File: src/rtl/fpcsr_pkg.sv
package fpcsr_pkg;
  localparam int CSR_W    = 32;
  localparam int LIVE_W   = 16;
  localparam int N_EXC    = 6;
  localparam int FLAG_LSB = 0;
  localparam int MASK_LSB = 7;
  localparam int DAZ_BIT  = 6;
  localparam int RC_LSB   = 13;
  localparam int RC_W     = 2;
  localparam int FTZ_BIT  = 15;
  localparam logic [LIVE_W-1:0] CSR_RST = 16'h1F80;

  typedef enum logic [RC_W-1:0] {
    RND_NEAREST = 2'b00,
    RND_DOWN    = 2'b01,
    RND_UP      = 2'b10,
    RND_ZERO    = 2'b11
  } rnd_e;
endpackage

File: src/rtl/fpcsr_write_guard.sv
module fpcsr_write_guard
  import fpcsr_pkg::*;
#(
  parameter bit DAZ_OK = 1'b1
) (
  input  logic             wr_en_i,
  input  logic [CSR_W-1:0] wr_data_i,
  output logic             wr_ok_o,
  output logic             wr_bad_o
);
  logic upper_set, daz_set, illegal;

  assign upper_set = |wr_data_i[CSR_W-1:LIVE_W];
  assign daz_set   = DAZ_OK ? 1'b0 : wr_data_i[DAZ_BIT];
  assign illegal   = upper_set | daz_set;
  assign wr_ok_o   = wr_en_i & ~illegal;
  assign wr_bad_o  = wr_en_i & illegal;
endmodule

File: src/rtl/fpcsr_state.sv
module fpcsr_state
  import fpcsr_pkg::*;
(
  input  logic              clk_i,
  input  logic              rst_ni,
  input  logic              wr_ok_i,
  input  logic [LIVE_W-1:0] wr_val_i,
  input  logic [N_EXC-1:0]  raise_i,
  output logic [LIVE_W-1:0] csr_q_o
);
  logic [LIVE_W-1:0] base, nxt;

  // write lands first, datapath flags merge on top
  always_comb begin
    base = wr_ok_i ? wr_val_i : csr_q_o;
    nxt  = base;
    nxt[FLAG_LSB +: N_EXC] = base[FLAG_LSB +: N_EXC] | raise_i;
  end

  always_ff @(posedge clk_i or negedge rst_ni) begin
    if (!rst_ni) csr_q_o <= CSR_RST;
    else         csr_q_o <= nxt;
  end
endmodule

File: src/rtl/fpcsr_pending.sv
module fpcsr_pending
  import fpcsr_pkg::*;
(
  input  logic [N_EXC-1:0] flags_i,
  input  logic [N_EXC-1:0] masks_i,
  output logic             pending_o
);
  logic [N_EXC-1:0] hit;

  for (genvar i = 0; i < N_EXC; i++) begin : g_hit
    assign hit[i] = flags_i[i] & ~masks_i[i];
  end

  assign pending_o = |hit;
endmodule

File: src/rtl/fpcsr_top.sv
module fpcsr_top
  import fpcsr_pkg::*;
#(
  parameter bit DAZ_OK = 1'b1
) (
  input  logic             clk_i,
  input  logic             rst_ni,
  input  logic             wr_en_i,
  input  logic [CSR_W-1:0] wr_data_i,
  output logic [CSR_W-1:0] rd_data_o,
  input  logic [N_EXC-1:0] exc_raise_i,
  output logic [RC_W-1:0]  round_mode_o,
  output logic             ftz_o,
  output logic             daz_o,
  output logic             exc_pending_o,
  output logic             fault_o
);
  logic              wr_ok, wr_bad, fault_q;
  logic [LIVE_W-1:0] csr_q;

  fpcsr_write_guard #(.DAZ_OK(DAZ_OK)) u_guard (
    .wr_en_i  (wr_en_i),
    .wr_data_i(wr_data_i),
    .wr_ok_o  (wr_ok),
    .wr_bad_o (wr_bad)
  );

  fpcsr_state u_state (
    .clk_i   (clk_i),
    .rst_ni  (rst_ni),
    .wr_ok_i (wr_ok),
    .wr_val_i(wr_data_i[LIVE_W-1:0]),
    .raise_i (exc_raise_i),
    .csr_q_o (csr_q)
  );

  fpcsr_pending u_pend (
    .flags_i  (csr_q[FLAG_LSB +: N_EXC]),
    .masks_i  (csr_q[MASK_LSB +: N_EXC]),
    .pending_o(exc_pending_o)
  );

  always_ff @(posedge clk_i or negedge rst_ni) begin
    if (!rst_ni) fault_q <= 1'b0;
    else         fault_q <= wr_bad;
  end

  assign fault_o      = fault_q;
  assign rd_data_o    = {{(CSR_W-LIVE_W){1'b0}}, csr_q};
  assign round_mode_o = csr_q[RC_LSB +: RC_W];
  assign ftz_o        = csr_q[FTZ_BIT];
  assign daz_o        = csr_q[DAZ_BIT];
endmodule

File: config.mk
export PLATFORM = sky130hd
export DESIGN_NAME = fpcsr_top
export DESIGN_NICKNAME = d
export VERILOG_FILES = /design/src/rtl/fpcsr_pkg.sv /design/src/rtl/fpcsr_write_guard.sv /design/src/rtl/fpcsr_state.sv /design/src/rtl/fpcsr_pending.sv /design/src/rtl/fpcsr_top.sv
export SDC_FILE = /design/constraint.sdc
export NUM_CORES = 1
export LEC_CHECK = 0
export BUFFER_PORTS_ARGS = -buffer_cell sky130_fd_sc_hd__buf_4
export CAP_MARGIN = 10
export CORE_ASPECT_RATIO = 0.75
export CORE_MARGIN = 5
export CORE_UTILIZATION = 30
export DETAILED_ROUTE_END_ITERATION = 12
export MAX_ROUTING_LAYER = met4
export PLACE_DENSITY = 0.71
export SETUP_SLACK_MARGIN = 0.5
export SYNTH_ARGS = -nofsm -noshare
export SYNTH_HDL_FRONTEND = slang
export SYNTH_SLANG_ARGS = --single-unit
File: constraint.sdc
create_clock -name clk_i -period 1.1 [get_ports clk_i]
set_input_delay 0.11 -clock clk_i [delete_from_list [all_inputs] [get_ports clk_i]]
set_output_delay 0.11 -clock clk_i [all_outputs]
set_load 0.005 [all_outputs]
==> results.json <==
{
  "start_util_pct": 30.3,
  "ir_drop_mv": 0.473,
  "critPathBufInv": 2,
  "firstDrtPassIters": 4,
  "clk_pin_slew_ns": 0.07,
  "crit_arrival_ns": 1.42,
  "finalCritPeriodShare_pct": 139,
  "met2_length_mm": 1.98,
  "rsz0062_at_grt": "yes",
  "dp_slack_ns": -0.348,
  "setup_violations": 17,
  "via_count": 963,
  "overflow": 0,
  "cp.required_ns": 0.99,
  "root_buffer": "clkbuf_8",
  "worst_setup_path_end_kind": "primary output",
  "p_sw_share_pct": 24.9,
  "die_w_um": 75.9,
  "drv_cap": 0,
  "rows": 18,
  "yosysUniqueCellTypes": 23,
  "p_per_area_nw_per_um2": 747,
  "status": "finished with violations",
  "cp_slowest_stage_delay_ns": 0.55,
  "leakagePower_nw": 0.878,
  "diodes": 0,
  "pwr-share-comb_pct": 16.9,
  "ys_seq_area_share_pct": 44.3,
  "min_path_type": "primary input to flip-flop",
  "numCtsBuffers": 3,
  "area_growth_syn_to_layout_pct": 83.4,
  "grt_pass1_wl_mm": 5.24,
  "slowest_stage": "dfstp_2",
  "power_mw": 1.34,
  "wl_met1_mm": 1.46,
  "drc": 0,
  "ys_ff_latch": 17,
  "path_delay_family": "flip-flops",
  "cts_tree": "done",
  "core-area_um2": 3220,
  "fmax_ghz": 0.653,
  "netlist_instances": 86,
  "path_depth": 4,
  "hold_slack_ns": 0.0479,
  "fin_ws_ns": -0.432,
  "crit_path_cell_trace": "inv_2, a221oi_2, o221ai_1, buf_4",
  "die_h_um": 59.4,
  "p_seq_share_pct": 47.0,
  "hold_viol_final": 0,
  "routed.top_layer": "met4",
  "place_congestion": 0.841,
  "reg2regPathDepth": 4,
  "wl_mm": 3.76,
  "cts_max_path_buffers": 2,
  "violations": "negative setup slack",
  "syn_area_um2": 977,
  "numPortBuffers": 62,
  "skew_ns": 0,
  "crit_fanout": 2,
  "path_class": "flip-flop to primary output",
  "antenna_found_initial": 0,
  "avgSynthCellArea_um2": 11.4,
  "grt_max_degree": 18,
  "min_from": "exc_raise_i[0]",
  "yosysWarnings": 0,
  "r2r_end": "u_state.csr_q_o[8]$_DFFE_PN1N_",
  "antenna_left": 0,
  "grt_pass1_vias": 994,
  "layout_min_cycle_time_ns": 1.53,
  "htree_levels": 1,
  "r2r_setup_slack_ns": 0.06,
  "startpoint_type": "flip-flop",
  "drt-initial-drc-count": 51,
  "maxSlewViolCount": 0,
  "reg2reg_from": "u_state.csr_q_o[8]$_DFFE_PN1N_",
  "p_sw_uw": 333,
  "hold_end": "u_state.csr_q_o[0]$_DFF_PN0_",
  "clkLatencyLatePin_ns": 0.25,
  "via_per_inst": 4.74,
  "drive_gt1_share_pct": 69.9,
  "wl_per_cell_um": 18.5,
  "p_int_mw": 1.00,
  "clockPowerShare_pct": 36.1,
  "pin_count": 79,
  "layout.nets": 205,
  "die_area_um2": 4510,
  "wl_met3_um": 187,
  "grt.total_usage_pct": 15.5,
  "numClockSinks": 17,
  "holdPathStages": 3
}
-- flip-flops by register name, indices dropped and copies added, names as in the netlist --
register         flops
fault_o              1
u_state.csr_q_o     16
-- Yosys cell counts --
library cell / count / share of area (%)
buf_4: 20 / 15
dfrtp_1: 11 / 28
mux2_4: 9 / 14
inv_1: 7 / 2.7
dfstp_2: 6 / 16
a31oi_1: 5 / 3.2
nand2_1: 5 / 1.9
o21ai_0: 5 / 2.6
nor4_1: 3 / 1.9
buf_6: 2 / 2.3
a211o_1: 1 / 0.90
a221oi_1: 1 / 0.90
and3_1: 1 / 0.64
and4_1: 1 / 0.90
buf_12: 1 / 2.0
conb_1: 1 / 0.38
mux2_2: 1 / 1.2
nand2_4: 1 / 1.2
nand4_1: 1 / 0.64
nor2_1: 1 / 0.38
nor4_2: 1 / 1.3
o221ai_1: 1 / 0.90
o22ai_1: 1 / 0.64
-- worst register-to-register path, stage by stage (launching register included) --
cell     delay, ns
dfstp_2       0.37
buf_4         0.12
buf_6         0.10
buf_4         0.13
mux2_4        0.25
-- per-stage QoR --
step,area [µm²],util (%),setup TNS [ns],std cells
2_1_floorplan,1110,-,-1.83,101
3_3_place_gp,1480,45.8,-3.31,188
3_5_place_dp,1480,45.8,-4.30,188
4_1_cts,1740,54.1,-0.827,201
5_1_grt,1790,55.6,-2.25,203
6_report,1790,55.6,-1.31,203
-- worst max-delay path by stage --
stage,from,endpoint,slack [ns]
after detailed placement,wr_data_i[31],u_state.csr_q_o[15]$_DFFE_PN0N_,-0.35
after CTS,u_state.csr_q_o[8]$_DFFE_PN1N_,exc_pending_o,-0.48
after floorplan,wr_data_i[29],u_state.csr_q_o[14]$_DFFE_PN0N_,-0.21
after global placement,wr_data_i[29],u_state.csr_q_o[15]$_DFFE_PN0N_,-0.28
final,u_state.csr_q_o[12]$_DFFE_PN1N_,exc_pending_o,-0.43
after global routing,u_state.csr_q_o[11]$_DFFE_PN1N_,exc_pending_o,-0.49
-- layer usage --
| metal | vias to the layer above | global-route usage [%] |
|---|---|---|
| met5 | - | - |
| met4 | 0 | 8.38 |
| met3 | 12 | 2.74 |
| met2 | 53 | 25.0 |
| met1 | 477 | 18.6 |
| li1 | 421 | - |
-- kinds of logic (layout without fill, tap and decap cells) --
| logic type | count (synthesis) | after routing | share of synthesized area [%] |
|---|---|---|---|
| other | 1 | 16 | 0.384 |
| and+or+nand+nor | 14 | 15 | 8.84 |
| AOI/OAI and AO/OA | 14 | 14 | 9.09 |
| DFF | 17 | 17 | 44.3 |
| buffers and inverters | 30 | 91 | 22.4 |
| muxes | 10 | 10 | 15.0 |
-- cells in the final DEF (no fill, tap or decap), drive strengths merged --
cell type,instances
nor2,1
and4,1
nand2,7
clkbuf,3
o21ai,5
buf,79
dfstp,6
inv,7
mux2,10
conb,16
nand4,1
a31oi,5
and3,1
dfrtp,11
o221ai,1
dlygate4sd3,1
nor4,4
a221oi,1
clkinv,1
a211o,1
o22ai,1
-- final cells by class --
type                            count  area, µm²
Fill cell                         273       1430
Timing Repair Buffer               80        723
Multi-Input combinational cell     55        510
Sequential cell                    17        435
Tap cell                           40       50.0
Clock buffer                        3       41.3
Inverter                            7       26.3
Clock inverter                      1       5.00
-- power by group through the flow --
| stage | Clock, mW | Combinational (mW) | Sequential [mW] |
|---|---|---|---|
| after detailed placement | 0 | 0.183 | 0.640 |
| final | 0.483 | 0.226 | 0.629 |
| after global placement | 0 | 0.175 | 0.640 |
| after floorplan | 0 | 0.0817 | 0.640 |
| after CTS | 0.476 | 0.215 | 0.629 |
| after global routing | 0.518 | 0.242 | 0.629 |
-- repair_timing --
action                                  4_1_cts  5_1_grt
hold endpoints to repair                     17        0
gates resized for setup                      33       14
hold buffers                                  1        0
pin swaps                                    18        9
gates cloned                                  1        0
buffers inserted                              7        2
endpoints found under the setup margin       39       39
No activity file was read; power rests on OpenSTA's default activity.
